$ cat config.mk
export PLATFORM = sky130hd
export DESIGN_NAME = twb_input_cond
export DESIGN_NICKNAME = d
export VERILOG_FILES = /design/src/rtl/twb_pkg.sv /design/src/rtl/twb_glitch_filter.sv /design/src/rtl/twb_cond_detect.sv /design/src/rtl/twb_oe_hold.sv /design/src/rtl/twb_input_cond.sv
export SDC_FILE = /design/constraint.sdc
export NUM_CORES = 1
export LEC_CHECK = 0
export CORE_MARGIN = 5
export CORE_UTILIZATION = 44
export CTS_CLUSTER_DIAMETER = 30
export DETAILED_ROUTE_END_ITERATION = 6
export HOLD_SLACK_MARGIN = 0.05
export PLACE_DENSITY = 0.71
export SYNTH_ARGS = -nofsm -noshare
export SYNTH_HDL_FRONTEND = slang
export SYNTH_SLANG_ARGS = --single-unit
$ cat constraint.sdc
create_clock -name clk -period 1.7 [get_ports clk]
set_clock_uncertainty 0.2 [all_clocks]
set_input_delay 0.34 -clock clk [delete_from_list [all_inputs] [get_ports clk]]
set_output_delay 0.34 -clock clk [all_outputs]
set_load 0.05 [all_outputs]
$ cat src/rtl/twb_pkg.sv
`timescale 1ns/1ps
package twb_pkg;

    localparam int NUM_LINES = 2;
    localparam int IDX_SCL   = 0;
    localparam int IDX_SDA   = 1;

    typedef struct packed {
        logic scl_rise;
        logic scl_fall;
        logic start;
        logic stop;
    } twb_evt_t;

    function automatic int ceil_div(input int num, input int den);
        return (num + den - 1) / den;
    endfunction

endpackage

$ cat src/rtl/twb_glitch_filter.sv
`timescale 1ns/1ps
// Synchronizer chain followed by a persistence filter: the output level
// follows the synchronized input only after it has differed for
// FILT_CYCLES consecutive samples.
module twb_glitch_filter #(
    parameter int   SYNC_STAGES = 2,
    parameter int   FILT_CYCLES = 4,
    parameter logic IDLE_LEVEL  = 1'b1
) (
    input  logic clk,
    input  logic rst_n,
    input  logic pin_i,
    output logic level_o
);

    localparam int CW = (FILT_CYCLES > 1) ? $clog2(FILT_CYCLES) : 1;
    localparam logic [CW-1:0] RUN_LAST = CW'(FILT_CYCLES - 1);

    typedef struct packed {
        logic [SYNC_STAGES-1:0] sync;
        logic [CW-1:0]          run;
        logic                   level;
    } flt_state_t;

    flt_state_t st_d, st_q;
    logic       synced;

    assign synced = st_q.sync[SYNC_STAGES-1];

    always_comb begin
        st_d      = st_q;
        st_d.sync = {st_q.sync[SYNC_STAGES-2:0], pin_i};
        if (synced == st_q.level) begin
            st_d.run = '0;
        end else if (st_q.run == RUN_LAST) begin
            st_d.level = synced;
            st_d.run   = '0;
        end else begin
            st_d.run = st_q.run + CW'(1);
        end
    end

    always_ff @(posedge clk) begin
        if (!rst_n) begin
            st_q.sync  <= {SYNC_STAGES{IDLE_LEVEL}};
            st_q.run   <= '0;
            st_q.level <= IDLE_LEVEL;
        end else begin
            st_q <= st_d;
        end
    end

    assign level_o = st_q.level;

endmodule

$ cat src/rtl/twb_cond_detect.sv
`timescale 1ns/1ps
// Edge, START/STOP and bus-free tracking on the filtered line levels.
module twb_cond_detect
    import twb_pkg::*;
(
    input  logic     clk,
    input  logic     rst_n,
    input  logic     scl_i,
    input  logic     sda_i,
    output twb_evt_t evt_o,
    output logic     bus_free_o
);

    typedef struct packed {
        logic scl_prev;
        logic sda_prev;
        logic free;
    } det_state_t;

    det_state_t st_d, st_q;
    twb_evt_t   evt;

    always_comb begin
        evt.scl_rise = scl_i & ~st_q.scl_prev;
        evt.scl_fall = ~scl_i & st_q.scl_prev;
        // clock held high across the cycle, data moved
        evt.start    = scl_i & st_q.scl_prev & st_q.sda_prev & ~sda_i;
        evt.stop     = scl_i & st_q.scl_prev & ~st_q.sda_prev & sda_i;

        st_d          = st_q;
        st_d.scl_prev = scl_i;
        st_d.sda_prev = sda_i;
        if (evt.start) begin
            st_d.free = 1'b0;
        end else if (evt.stop) begin
            st_d.free = 1'b1;
        end
    end

    always_ff @(posedge clk) begin
        if (!rst_n) begin
            st_q.scl_prev <= 1'b1;
            st_q.sda_prev <= 1'b1;
            st_q.free     <= 1'b1;
        end else begin
            st_q <= st_d;
        end
    end

    assign evt_o      = evt;
    assign bus_free_o = st_q.free;

endmodule

$ cat src/rtl/twb_oe_hold.sv
`timescale 1ns/1ps
// Gates the data-line pull-down: the registered request is applied only
// while the clock is low and the post-fall hold counter has run out.
module twb_oe_hold #(
    parameter int HOLD_CYCLES = 15
) (
    input  logic clk,
    input  logic rst_n,
    input  logic scl_level_i,
    input  logic scl_fall_i,
    input  logic oe_req_i,
    output logic oe_o
);

    localparam int HW = $clog2(HOLD_CYCLES + 1);
    localparam logic [HW-1:0] HOLD_LOAD = HW'(HOLD_CYCLES);

    typedef struct packed {
        logic          req;
        logic [HW-1:0] cnt;
        logic          oe;
    } hold_state_t;

    hold_state_t st_d, st_q;
    logic        may_update;

    always_comb begin
        st_d     = st_q;
        st_d.req = oe_req_i;

        if (scl_fall_i) begin
            st_d.cnt = HOLD_LOAD;
        end else if (st_q.cnt != '0) begin
            st_d.cnt = st_q.cnt - HW'(1);
        end

        may_update = !scl_fall_i && !scl_level_i && (st_q.cnt == '0);
        if (may_update) begin
            st_d.oe = st_q.req;
        end
    end

    always_ff @(posedge clk) begin
        if (!rst_n) begin
            st_q.req <= 1'b0;
            st_q.cnt <= '0;
            st_q.oe  <= 1'b0;
        end else begin
            st_q <= st_d;
        end
    end

    assign oe_o = st_q.oe;

endmodule

$ cat src/rtl/twb_input_cond.sv
`timescale 1ns/1ps
module twb_input_cond
    import twb_pkg::*;
#(
    parameter int CLK_PERIOD_NS = 20,
    parameter int SPIKE_NS      = 50,
    parameter int HOLD_NS       = 300,
    parameter int SYNC_STAGES   = 2
) (
    input  logic clk,
    input  logic rst_n,
    input  logic scl_i,
    input  logic sda_i,
    input  logic sda_oe_req,
    output logic scl_o,
    output logic sda_o,
    output logic scl_rise,
    output logic scl_fall,
    output logic start_det,
    output logic stop_det,
    output logic bus_free,
    output logic sda_oe
);

    localparam int FILT_CYCLES = ceil_div(SPIKE_NS, CLK_PERIOD_NS) + 1;
    localparam int HOLD_CYCLES = ceil_div(HOLD_NS, CLK_PERIOD_NS);

    logic [NUM_LINES-1:0] raw_lines;
    logic [NUM_LINES-1:0] flt_lines;
    twb_evt_t             evt;

    assign raw_lines[IDX_SCL] = scl_i;
    assign raw_lines[IDX_SDA] = sda_i;

    for (genvar g = 0; g < NUM_LINES; g++) begin : g_line
        twb_glitch_filter #(
            .SYNC_STAGES (SYNC_STAGES),
            .FILT_CYCLES (FILT_CYCLES),
            .IDLE_LEVEL  (1'b1)
        ) u_filt (
            .clk     (clk),
            .rst_n   (rst_n),
            .pin_i   (raw_lines[g]),
            .level_o (flt_lines[g])
        );
    end

    twb_cond_detect u_det (
        .clk        (clk),
        .rst_n      (rst_n),
        .scl_i      (flt_lines[IDX_SCL]),
        .sda_i      (flt_lines[IDX_SDA]),
        .evt_o      (evt),
        .bus_free_o (bus_free)
    );

    twb_oe_hold #(
        .HOLD_CYCLES (HOLD_CYCLES)
    ) u_hold (
        .clk         (clk),
        .rst_n       (rst_n),
        .scl_level_i (flt_lines[IDX_SCL]),
        .scl_fall_i  (evt.scl_fall),
        .oe_req_i    (sda_oe_req),
        .oe_o        (sda_oe)
    );

    assign scl_o     = flt_lines[IDX_SCL];
    assign sda_o     = flt_lines[IDX_SDA];
    assign scl_rise  = evt.scl_rise;
    assign scl_fall  = evt.scl_fall;
    assign start_det = evt.start;
    assign stop_det  = evt.stop;

endmodule

Word level (Yosys, flattened, before mapping)

Index checks and enable logic that the tools add are counted.

Bits in registers: 19
Input bits: 5
Output and inout bits: 8
Logic and storage cells: 49

Add/subtract/negate cells: 3
Eq/ne operators: 4
Multiplexer cells: 4
Bitwise operators: 14
Reduce and logical (&&, ||, !) cells: 12

Operators by type and width:

| operator            | number |
|---|---|
| $mux 4              | 2 |
| $and 1x1->1         | 7 |
| $not 1->1           | 7 |
| $reduce_or 3->1     | 2 |
| $add 2x1->2 const B | 2 |
| $eq 2x2->1 const B  | 2 |
| $logic_not 4->1     | 1 |
| $reduce_and 2->1    | 2 |
| $reduce_bool 2->1   | 2 |
| $reduce_bool 4->1   | 1 |
| $sub 4x1->4 const B | 1 |
| $eq 1x1->1          | 2 |
| $logic_and 1x1->1   | 2 |
| $logic_not 1->1     | 2 |
| $mux 1              | 2 |

Longest topological paths before layout

Depth in word-level cells: 5
Depth in mapped cells: 6
Depth with buffers taken out: 5

Hierarchy

Synthesis repeated with hierarchy kept, for this count alone.

Cells, all modules: 67
Area, all modules: 744.5 um^2

By module, submodules not included:

| module            | times used | cells each | area an instance (um^2) | seq. area each (um^2) |
|---|---|---|---|---|
| twb_glitch_filter | 2          | 13         | 168.9                   | 100.1 |
| twb_oe_hold       | 1          | 28         | 264.0                   | 120.1 |
| twb_cond_detect   | 1          | 13         | 142.6                   | 60.1 |

Worst setup path after synthesis

Ideal clock, no wire load.

Path type: register to register
Start: reg g_line[0].u_filt.st_q, in the netlist g_line[0].u_filt.level_o
End: reg u_det.st_q, in the netlist u_det.bus_free_o
Setup time: 182 ps
Arrival: 2329 ps
Required time: 1318 ps
Path slack: -1011 ps
Stages on the path, launching flop included: 5
Path buffers: 1
Period minus slack after synthesis: 2711 ps
Cells stage by stage: dfxtp_1 buf_6 nand2_1 nor3b_1 o221ai_1

Word-level cells in the longest chain between the ends: 4
Elaborated cells on any way between the ends: 7
Classes of those cells: mux: 1; bitwise: 5; reduce/logical: 1

Ends and longest elaborated chain:

| what                                               | line                    | RTL |
|---|---|---|
| start: declaration                                 | twb_glitch_filter.sv:25 | `flt_state_t st_d, st_q;` |
| start signal: assignment                           | twb_glitch_filter.sv:49 | `st_q <= st_d;` |
| $and 1x1->1 (*) (3 in a row)                       | twb_cond_detect.sv:27   | `evt.start = scl_i & st_q.scl_prev & st_q.sda_prev & ~sda_i;` |
| net start_det                                      | twb_input_cond.sv:19    | `output logic start_det,` |
| $mux 1 / $reduce_bool 2->1 (equally long branches) | n/a                     |  |
| end signal: assignment                             | twb_cond_detect.sv:46   | `st_q <= st_d;` |
| end: declaration                                   | twb_cond_detect.sv:20   | `det_state_t st_d, st_q;` |

The timed path passes the listed nets; every way through them passes the cells marked *.
A chain may end at the register's enable or synchronous reset.

Worst setup path in the final report

Start: reg u_det.st_q[2] in the netlist's numbering
End: out start_det

Word-level cells in the longest chain between the ends: 3

Ends and longest elaborated chain:

| what                     | line |
|---|---|
| $and 1x1->1 (3 in a row) | twb_cond_detect.sv:27 |
| end: declaration         | twb_input_cond.sv:19 |

Every way passes these cells.

==> flow_metrics.env <==
export IMPL_synth_seq_area_share_pct=49.2
export IMPL_antenna_left=0
export IMPL_cp_max_fo=4
export IMPL_drtPass1Iterations=3
export IMPL_clk_pin_slew_worst_paths_ns=0.10
export IMPL_worstSetupPathType="flop to output port"
export IMPL_vias=556
export IMPL_hold_path_class="flop to flop"
export IMPL_fmax_ghz=0.596
export IMPL_powerDensity_mw_per_mm2=959
export IMPL_fill_cells=121
export IMPL_stdcell_count=118
export IMPL_worst_slew_pin_slew_ns=0.244
export IMPL_ir_worst_vdd_v=0.000585
export IMPL_drv_slew=0
export IMPL_tritoncts="yes"
export IMPL_clockBufferDepth=2
export IMPL_drc=0
export IMPL_arrival_ns=1.14
export IMPL_synthMostInstantiatedCell="dfxtp_1"
export IMPL_dp_cells=107
export IMPL_viasPerCell=4.71
export IMPL_placed_area_mm2=0.00104
export IMPL_post_route_min_period_ns=1.68
export IMPL_critPathMaxStageDelay_ns=0.39
export IMPL_finalSetupViolations=0
export IMPL_synth_seq_cells=19
export IMPL_synth_distinct_cells=22
export IMPL_coreArea_mm2=0.00171
export IMPL_synth_top_area_share_pct=49.2
export IMPL_grt_start_max_net_pins=12
export IMPL_maxCapViolations=0
export IMPL_place_hpwl_um=1010
export IMPL_htree_levels=1
export IMPL_cp_cell_sequence="nand2_4 -> nor3b_4 -> buf_12"
export IMPL_rsz0062_at_grt="true"
export IMPL_first_iter_violations=3
export IMPL_ys_top_cells_by_count="dfxtp_1 (19), nand2b_1 (7), nand2_1 (5), mux2i_1 (4), o21a_1 (4)"
export IMPL_clock_sinks=19
export IMPL_clock_root_buffer="clkbuf_4"
export IMPL_status="finished clean"
export IMPL_cts_buffers=3
export IMPL_rows=15
export IMPL_nets=102
export IMPL_grt_overflow=0
export IMPL_syn_inst=68
export IMPL_io_pins=13
export IMPL_syn_area_per_cell_um2=11.4
export IMPL_fin_util_pct=67.9
export IMPL_synth_flop_cell="dfxtp_1"
export IMPL_slowest_stage="dfxtp_4"
export IMPL_syn_area_um2=773
export IMPL_synthArstFlopShare_pct=0
export IMPL_clock_latency_ns=0.29
export IMPL_total_power_w=0.00111
export IMPL_die_w_um=51.9
export IMPL_drive_above_1_share_pct=46.2
export IMPL_io_buffers=12
export IMPL_die_area_mm2=0.00270
export IMPL_antenna_found_initial=0
export IMPL_cp_end_kind="output port"
export IMPL_critical_path_required_ns=1.16
export IMPL_hold_violations=0
export IMPL_diodes=0
export IMPL_p_leak_nw=0.488
export IMPL_synth_edf_count=0
export IMPL_wl_per_cell_um=12.2
export IMPL_ctsHoldBuffers=0
export IMPL_grt_pass1_vias=570
export IMPL_finalCritPeriodShare_pct=98.7
export IMPL_yosysTopAreaCell="dfxtp_1"
export IMPL_relSlewSlack_pct=83.5
export IMPL_fp_dieH_um=51.9
export IMPL_worstSetupStartpointType="flop"
export IMPL_routed_wl_um=1440
export IMPL_yosysWarningCount=0
export IMPL_start_util_pct=45.3
export IMPL_syn2layout_area_growth_pct=50.0
export IMPL_synth_area_top_cells="dfxtp_1 (49%), nand2b_1 (5.7%), mux2i_1 (5.2%), ha_1 (4.9%), buf_6 (4.4%)"
export IMPL_finalInstanceArea_mm2=0.00116
export IMPL_track_usage_pct=11.6
export IMPL_grt_pass1_wl_um=2350
export IMPL_place_gp_congestion=0.717
export IMPL_synth_fp_nets=76
[flip-flops by register name (all words and copies together), names as in the netlist]
signal	count
g_line.u_filt.st_q	6
u_hold.st_q	5
g_line.u_filt.level_o	2
g_line.u_filt.st_d	2
u_det.st_q	2
u_det.bus_free_o	1
u_hold.oe_o	1
[cell type report]
| type | instances | area, um2 | area share, % |
|---|---|---|---|
| clock buffers | 3 | 22.5 | 1.94 |
| well taps | 25 | 31.3 | 2.70 |
| flip-flops and latches | 19 | 394 | 34.0 |
| repair buffers | 25 | 298 | 25.7 |
| clock inverters | 1 | 5.00 | 0.432 |
| multi-input cells | 42 | 398 | 34.3 |
| inverters | 3 | 11.3 | 0.971 |
[path summary, 6_finish.rpt]
kind / depth (start not counted) / startpoint / end / slack (ns)
worst max-delay path: 3 / u_det.st_q[2] / start_det / 0.02
worst min register to register: 1 / g_line[0].u_filt.st_d[4] / g_line[0].u_filt.st_q[4] / 0.22
worst max register to register: 5 / u_hold.st_q[2] / u_hold.oe_o / 0.02
worst min-delay path: 1 / g_line[0].u_filt.st_d[4] / g_line[0].u_filt.st_q[4] / 0.22
[layout by cell type (no fill, tap or decap), types with 2 or more instances in the layout]
master and instances:
clkbuf_4 3, dfxtp_2 2, ha_1 2, xnor2_1 3
nand2b_1 6, nor4bb_1 2, clkdlybuf4s50_1 4, buf_4 13
dfxtp_4 3, inv_2 2, o21a_1 4, buf_12 8
mux2i_1 4, nand2_1 4, dfxtp_1 14, nor4b_1 2
[power by group]
group          total (W)  switching, W  internal, W
logic           0.000372      0.000152     0.000221
clock network   0.000223      0.000136    0.0000874
registers       0.000517     0.0000298     0.000487
[worst max-delay path, delay by kind of cell, from the launching register on]
| kind | cells | cell delay (ns) |
|---|---|---|
| and+or+nand+nor | 2 | 0.29 |
| buffers and inverters | 1 | 0.17 |
| DFF | 1 | 0.39 |
[per-stage QoR]
stage	TNS [ns]	hold WS [ns]	worst slack, ns
5_1_grt	-0.0762	0.264	-0.0389
3_3_place_gp	0	0.193	0.0561
2_1_floorplan	0	0.186	0.00249
4_1_cts	-0.0252	0.222	-0.0171
6_report	0	0.219	0.0215
3_5_place_dp	0	0.198	0.0222
[cell families after synthesis]
kind of cell	share of synthesized area (%)
adders and majority gates	4.85
muxes	6.63
xor gates and xnor gates	3.40
DFF	49.2
and+or+nand+nor	19.1
AOI/OAI and AO/OA	10.5
buffers and inverters	6.31
[repair_timing]
action	4_1_cts	5_1_grt
pin swaps	2	3
buffers inserted	5	2
resized for setup	4	8
endpoints found under the setup margin	4	4
endpoints found under the hold margin	0	0
[layer usage]
metal | global-route usage [%] | up-vias | wire length (um)
li1 | - | 282 | -
met1 | 12.7 | 261 | 593
met2 | 20.9 | 9 | 765
met3 | 2.01 | 4 | 49
met4 | 6.55 | 0 | 31
met5 | 0 | - | 0
(Power assumes the default switching activity.)
